==> config.mk <==
export PLATFORM = sky130hd
export DESIGN_NAME = frame_ref_matcher
export DESIGN_NICKNAME = d
export VERILOG_FILES = /design/src/rtl/frm_pkg.sv /design/src/rtl/frm_seg_check.sv /design/src/rtl/frm_search_ctrl.sv /design/src/rtl/frame_ref_matcher.sv
export SDC_FILE = /design/constraint.sdc
export NUM_CORES = 1
export LEC_CHECK = 0
export ABC_AREA = 1
export BUFFER_PORTS_ARGS = -buffer_cell sky130_fd_sc_hd__buf_4
export CELL_PAD_IN_SITES_DETAIL_PLACEMENT = 0
export CELL_PAD_IN_SITES_GLOBAL_PLACEMENT = 2
export CORE_ASPECT_RATIO = 1.4
export CORE_MARGIN = 2
export CORE_UTILIZATION = 29
export CTS_CLUSTER_SIZE = 28
export DETAILED_ROUTE_END_ITERATION = 16
export PLACE_DENSITY = 0.79
export SLEW_MARGIN = 20
export SYNTH_ARGS = -nofsm -noshare
export SYNTH_HDL_FRONTEND = slang
export SYNTH_HIERARCHICAL = 1
export SYNTH_SLANG_ARGS = --single-unit
==> constraint.sdc <==
create_clock -name clk_i -period 3.3 [get_ports clk_i]
set_clock_uncertainty 0.05 [all_clocks]
set_input_delay 0.495 -clock clk_i [delete_from_list [all_inputs] [get_ports clk_i]]
set_output_delay 0.495 -clock clk_i [all_outputs]
set_load 0.02 [all_outputs]
==> src/rtl/frm_pkg.sv <==
`timescale 1ns/1ps
package frm_pkg;
  localparam int unsigned DEF_SEG_W = 8;
  localparam int unsigned DEF_NSEG  = 3;
  localparam int unsigned DEF_TOL_W = 4;
  localparam int unsigned DEF_WIN_W = 8;
endpackage

==> src/rtl/frm_seg_check.sv <==
`timescale 1ns/1ps
module frm_seg_check #(
  parameter int unsigned SEG_W = frm_pkg::DEF_SEG_W,
  parameter int unsigned TOL_W = frm_pkg::DEF_TOL_W
) (
  input  logic [SEG_W-1:0] data_i,
  input  logic [SEG_W-1:0] ref_i,
  input  logic [SEG_W-1:0] mask_i,
  input  logic [SEG_W-1:0] fill_i,
  input  logic [TOL_W-1:0] tol_i,
  output logic             ok_o
);
  localparam int unsigned POP_W = $clog2(SEG_W + 1);
  localparam int unsigned CW    = (POP_W > TOL_W) ? POP_W : TOL_W;

  logic [SEG_W-1:0] err;
  logic [CW-1:0]    err_cnt;
  logic             unfilled;

  always_comb begin
    err      = (data_i ^ ref_i) & mask_i;
    unfilled = |(mask_i & ~fill_i);
    err_cnt  = '0;
    for (int i = 0; i < SEG_W; i++) err_cnt = err_cnt + CW'(err[i]);
    ok_o = !unfilled && (err_cnt <= CW'(tol_i));
  end
endmodule

==> src/rtl/frm_search_ctrl.sv <==
`timescale 1ns/1ps
module frm_search_ctrl #(
  parameter int unsigned WIN_W = frm_pkg::DEF_WIN_W,
  parameter int unsigned IDX_W = 3
) (
  input  logic             clk_i,
  input  logic             rst_ni,
  input  logic             line_start_i,
  input  logic             strobe_i,
  input  logic             match_i,
  input  logic [WIN_W-1:0] win_len_i,
  output logic             lock_o,
  output logic             pay_en_o,
  output logic [IDX_W-1:0] pay_idx_o
);
  logic [WIN_W-1:0] cnt;
  logic [WIN_W:0]   cnt_nx;
  logic             armed;
  logic             hit;

  assign cnt_nx = {1'b0, cnt} + {{WIN_W{1'b0}}, 1'b1};
  assign hit    = armed && strobe_i && match_i && (cnt < win_len_i);

  always_ff @(posedge clk_i or negedge rst_ni) begin
    if (!rst_ni) begin
      cnt       <= '0;
      armed     <= 1'b0;
      lock_o    <= 1'b0;
      pay_en_o  <= 1'b0;
      pay_idx_o <= '0;
    end else if (line_start_i) begin
      cnt       <= '0;
      armed     <= 1'b1;
      lock_o    <= 1'b0;
      pay_en_o  <= 1'b0;
      pay_idx_o <= '0;
    end else begin
      lock_o <= hit;
      if (strobe_i) begin
        if (pay_en_o) pay_idx_o <= pay_idx_o + 1'b1;
        if (hit) begin
          armed     <= 1'b0;
          pay_en_o  <= 1'b1;
          pay_idx_o <= '0;
        end else if (armed && (cnt_nx >= {1'b0, win_len_i})) begin
          armed <= 1'b0;  // window exhausted
        end
        if (armed) cnt <= cnt_nx[WIN_W-1:0];
      end
    end
  end


  lock_pulse_chk: assert property (@(posedge clk_i) disable iff (!rst_ni)
    lock_o |=> !lock_o);

  lock_pay_chk: assert property (@(posedge clk_i) disable iff (!rst_ni)
    lock_o |-> pay_en_o);

  pay_hold_chk: assert property (@(posedge clk_i) disable iff (!rst_ni)
    (pay_en_o && !line_start_i) |=> pay_en_o);

  single_lock_chk: assert property (@(posedge clk_i) disable iff (!rst_ni)
    (pay_en_o && !line_start_i) |=> !lock_o);

  line_clear_chk: assert property (@(posedge clk_i) disable iff (!rst_ni)
    line_start_i |=> (!pay_en_o && !lock_o));

  idx_zero_chk: assert property (@(posedge clk_i) disable iff (!rst_ni)
    lock_o |-> (pay_idx_o == '0));
endmodule

==> src/rtl/frame_ref_matcher.sv <==
`timescale 1ns/1ps
module frame_ref_matcher #(
  parameter int unsigned SEG_W = frm_pkg::DEF_SEG_W,
  parameter int unsigned NSEG  = frm_pkg::DEF_NSEG,
  parameter int unsigned TOL_W = frm_pkg::DEF_TOL_W,
  parameter int unsigned WIN_W = frm_pkg::DEF_WIN_W,
  localparam int unsigned REF_W = SEG_W * NSEG,
  localparam int unsigned IDX_W = (SEG_W > 1) ? $clog2(SEG_W) : 1
) (
  input  logic                  clk_i,
  input  logic                  rst_ni,
  input  logic                  line_start_i,
  input  logic                  bit_valid_i,
  input  logic                  bit_i,
  input  logic [REF_W-1:0]      ref_i,
  input  logic [REF_W-1:0]      mask_i,
  input  logic [NSEG*TOL_W-1:0] tol_i,
  input  logic [WIN_W-1:0]      win_len_i,
  output logic                  lock_o,
  output logic                  payload_en_o,
  output logic [IDX_W-1:0]      payload_idx_o
);
  logic [REF_W-1:0] hist_q, fill_q;
  logic [REF_W-1:0] hist_nx, fill_nx;
  logic [NSEG-1:0]  seg_ok;
  logic             strobe;

  assign strobe  = bit_valid_i && !line_start_i;
  assign hist_nx = {hist_q[REF_W-2:0], bit_i};
  assign fill_nx = {fill_q[REF_W-2:0], 1'b1};

  always_ff @(posedge clk_i or negedge rst_ni) begin
    if (!rst_ni) begin
      hist_q <= '0;
      fill_q <= '0;
    end else if (line_start_i) begin
      hist_q <= '0;
      fill_q <= '0;
    end else if (strobe) begin
      hist_q <= hist_nx;
      fill_q <= fill_nx;
    end
  end

  for (genvar k = 0; k < NSEG; k++) begin : g_seg
    frm_seg_check #(.SEG_W(SEG_W), .TOL_W(TOL_W)) u_seg (
      .data_i (hist_nx[k*SEG_W +: SEG_W]),
      .ref_i  (ref_i[k*SEG_W +: SEG_W]),
      .mask_i (mask_i[k*SEG_W +: SEG_W]),
      .fill_i (fill_nx[k*SEG_W +: SEG_W]),
      .tol_i  (tol_i[k*TOL_W +: TOL_W]),
      .ok_o   (seg_ok[k])
    );
  end

  frm_search_ctrl #(.WIN_W(WIN_W), .IDX_W(IDX_W)) u_ctrl (
    .clk_i       (clk_i),
    .rst_ni      (rst_ni),
    .line_start_i(line_start_i),
    .strobe_i    (strobe),
    .match_i     (&seg_ok),
    .win_len_i   (win_len_i),
    .lock_o      (lock_o),
    .pay_en_o    (payload_en_o),
    .pay_idx_o   (payload_idx_o)
  );


  idle_hold_chk: assert property (@(posedge clk_i) disable iff (!rst_ni)
    (!bit_valid_i && !line_start_i) |=> ($stable(payload_en_o) && !lock_o));

  lock_after_strobe_chk: assert property (@(posedge clk_i) disable iff (!rst_ni)
    $rose(lock_o) |-> $past(bit_valid_i && !line_start_i));
endmodule

==> impl_metrics.yaml <==
run_status:
  status: "finished, violations left"
  violations: "negative setup slack"
power_and_ir_drop:
  pwr-share-comb_pct: 19.4
  p_total_uw: 2302
  p_seq_share_pct: 32.5
  ir_drop_mv: 0.2148
  power_leakage_uw: 0.003249
  p_sw_uw: 608.3
  p_clk_share_pct: 48.1
  p_int_uw: 1693
  power_density_nw_per_um2: 397.2
  switching_share_pct: 26.43
layout:
  fillers: 1530
  multi_input_area_um2: 2439
  antenna_cells: 0
  layoutNonFillerInstCount: 891
  fin_nets: 821
  area_growth_pct: 34.11
  drive_gt1_share_pct: 24.07
  seqCellArea_um2: 1501
  final_common_cell: "nand2_1"
  mostFrequentLayoutCells: "nand2_1, buf_4, inv_1, dfrtp_1, nor2_1"
placed_design:
  pre_cts_ws_ns: -1.082
  dp.cells: 873
  gp_congestion: 0.7423
  port_buffers: 77
  dpl.hpwl_um: 8492
global_routing:
  grt_usage_pct: 14.84
  grt_pass1_wl_um: 18750
  grt_max_degree: 61
  grt-ovfl-total: 0
  grt_pass1_vias: 4196
  grt_antenna_before_repair: 0
synth:
  muxShareOfSynthArea_pct: 0
  synthSimpleGateAreaFrac_pct: 29.18
  ys_seq_elements: 60
  synth_area_um2: 4322
  synthesis.nets: 697
  synth_cell_types: 34
  synth_xor_area_share_pct: 4.227
  synth-compound-area-share_pct: 4.806
  synth_top_family_by_area: "simple AND/OR/NAND/NOR gates"
  synthAdderAreaFrac_pct: 16.85
  yosysWarningCount: 6
  syn_area_per_cell_um2: 7.542
  ys_seq_area_share_pct: 34.74
  syn-instance-count: 573
clock_network:
  cts_buffers: 9
  clk_pin_slew_ns: 0.06
  root_buffer: "clkbuf_16"
  cts_sinks: 60
  cts_tree: "done"
  clk_latency_ns: 0.33
  cts_htree_levels: 3
  clockBufferDepth: 2
worst_setup_path:
  startpoint_type: "register"
  cp_data_required_time_ns: 3.47
  crit_path_max_incr_delay_ns: 0.56
  crit_type: "register to register"
  cpMaxStageDelayCell: "fa_1"
  endpoint_kind: "register"
  path_cells: "xnor2_1 > nor2_1 > fa_1 > fa_1 > ha_2 > inv_2 > fa_1 > inv_1 > ha_1 > nand2_1 > nand2_1 > nand2_1 > a21oi_2 > nor2_2 > and3_4 > nand3_4 > nor3_4 > nand2_2 > nand4_1 > nand2_1"
  critPathArrivalTime_ns: 4.19
  crit_fanout: 6
  crit_top_cell: "nand2_1"
die:
  row_count: 52
  initial_utilization_pct: 29.79
  ios: 78
  design.core.area_um2: 14510
  dieArea_um2: 15910
  die_w_um: 107.2
  die_y_um: 148.4
drt:
  ant_nets: 0
  wl_um: 11210
  drc: 0
  first_pass_iters: 4
  vias: 3927
  route.detailed.wl_per_inst_um: 12.58
  vias_per_cell: 4.407
  drt_iter0_drc: 111
sta:
  setup_viol: 6
  fin_crit_ns: 4.023
  tightest_slew_ns: 0.8269
  rsz0062_at_grt: "yes"
  maxSlewViolCount: 0
  relSlewSlack_pct: 44.87
  fin_crit_sh_pct: 121.9
  setup_ws_ns: -0.7226
  max_freq_ghz: 0.2486
  hold_viol: 0
min_path:
  hold_class: "input port to asynchronous set/reset pin"
flow_run:
  drv_cap: 0
==> sequential cells by signal, indices dropped and copies added, names as in the netlist <==
name,count
fill_q,23
hist_q,23
u_ctrl/armed,1
u_ctrl/cnt,8
u_ctrl/lock_o,1
u_ctrl/pay_en_o,1
u_ctrl/pay_idx_o,3
==> critical path: cells and delay by family, from the launching register on <==
family	cells	cell delay, ns
adder cells (fa/ha/maj)	5	2.04
buffers and inverters	2	0.09
AO/OA/AOI/OAI	1	0.06
AND/OR/NAND/NOR	11	1.12
XOR/XNOR	1	0.15
flip-flops	1	0.39
==> per-stage QoR <==
step / setup TNS (ns) / hold WS, ns / utilization [%] / instance area [um2]
detailed placement: -6.175 / 0.4180 / 37.14 / 5389
finish: -4.057 / 0.2026 / 39.94 / 5796
global placement: -6.041 / 0.4061 / 37.14 / 5389
global route: -5.591 / 0.2721 / 39.94 / 5796
floorplan: -2.464 / 0.1494 / - / 4332
CTS: -4.459 / 0.2367 / 39.71 / 5762
==> power by group through the flow <==
| stage | clock network [uW] | logic, uW | registers [uW] |
|---|---|---|---|
| after global placement | 0 | 438 | 761 |
| after detailed placement | 0 | 446 | 761 |
| final | 1110 | 448 | 748 |
| after global routing | 1150 | 527 | 748 |
| after floorplan | 0 | 261 | 760 |
| after CTS | 1130 | 458 | 748 |
==> layer usage <==
metal | global-route usage, % | vias up | wire (um)
met3 | 1.797 | 12 | 295
met2 | 28.20 | 53 | 6109
met1 | 16.47 | 1841 | 4626
met4 | 5.844 | 0 | 180
met5 | 0 | - | 0
li1 | - | 2021 | -
==> path summary, 6_finish.rpt <==
check	startpoint	slack, ns	depth (start not counted)	end
setup / recovery	hist_q[2]	-0.72	20	u_ctrl/pay_idx_o[1]
hold / removal	rst_ni	0.20	1	hist_q[0]
max in group asynchronous	rst_ni	2.46	1	fill_q[14]
setup reg to reg	hist_q[2]	-0.72	20	u_ctrl/pay_idx_o[1]
hold reg to reg	fill_q[22]	0.43	2	fill_q[22]
min in group clk_i	line_start_i	0.36	2	u_ctrl/pay_en_o
==> timing repair <==
action	4_1_cts	5_1_grt
pin swaps	5	3
endpoints found under the setup margin	6	6
hold buffers	0	0
buffers inserted	0	2
gates resized for setup	9	4
==> Yosys cell counts <==
library cell / n / area share [%]
inv_1: 86 / 7.5
nand4_1: 2 / 0.29
a21boi_1: 1 / 0.17
nand4_2: 1 / 0.29
nor2_1: 57 / 5.0
and3_1: 1 / 0.14
buf_2: 4 / 0.46
nor3b_2: 1 / 0.29
o21a_1: 1 / 0.17
a22o_1: 1 / 0.20
xnor2_2: 1 / 0.38
nor3_2: 1 / 0.23
buf_4: 3 / 0.52
buf_6: 6 / 1.6
o31ai_1: 1 / 0.17
nand2_2: 3 / 0.43
nor2_2: 3 / 0.43
xor2_1: 4 / 0.81
a21oi_1: 12 / 1.4
ha_1: 39 / 11
a31oi_1: 1 / 0.14
nor2_4: 1 / 0.26
dfrtp_1: 60 / 35
inv_2: 1 / 0.087
nand3_1: 51 / 5.9
nand3_2: 1 / 0.23
nand2_1: 181 / 16
xnor2_1: 15 / 3.0
o22ai_1: 2 / 0.29
conb_1: 1 / 0.087
o21ai_1: 10 / 1.2
fa_1: 12 / 5.6
o211ai_1: 1 / 0.17
o21ai_0: 8 / 0.93
==> cells by family (layout without fill, tap and decap cells) <==
logic type,after synthesis,in the layout
compound gates,38,38
fa+ha+maj,51,51
xor+xnor,20,20
flops,60,60
simple gates,303,303
buf+inv,100,229
other cells,1,1
==> final cells by class <==
| type | count | share of cell area (%) |
|---|---|---|
| clock buffer | 9 | 3.886 |
| timing repair buffer | 126 | 16.32 |
| sequential | 60 | 25.91 |
| tap | 189 | 4.080 |
| inverter | 87 | 5.635 |
| clock inverter | 7 | 2.094 |
| multi-input combinational | 413 | 42.08 |
Power figures use the tool's default switching activity.
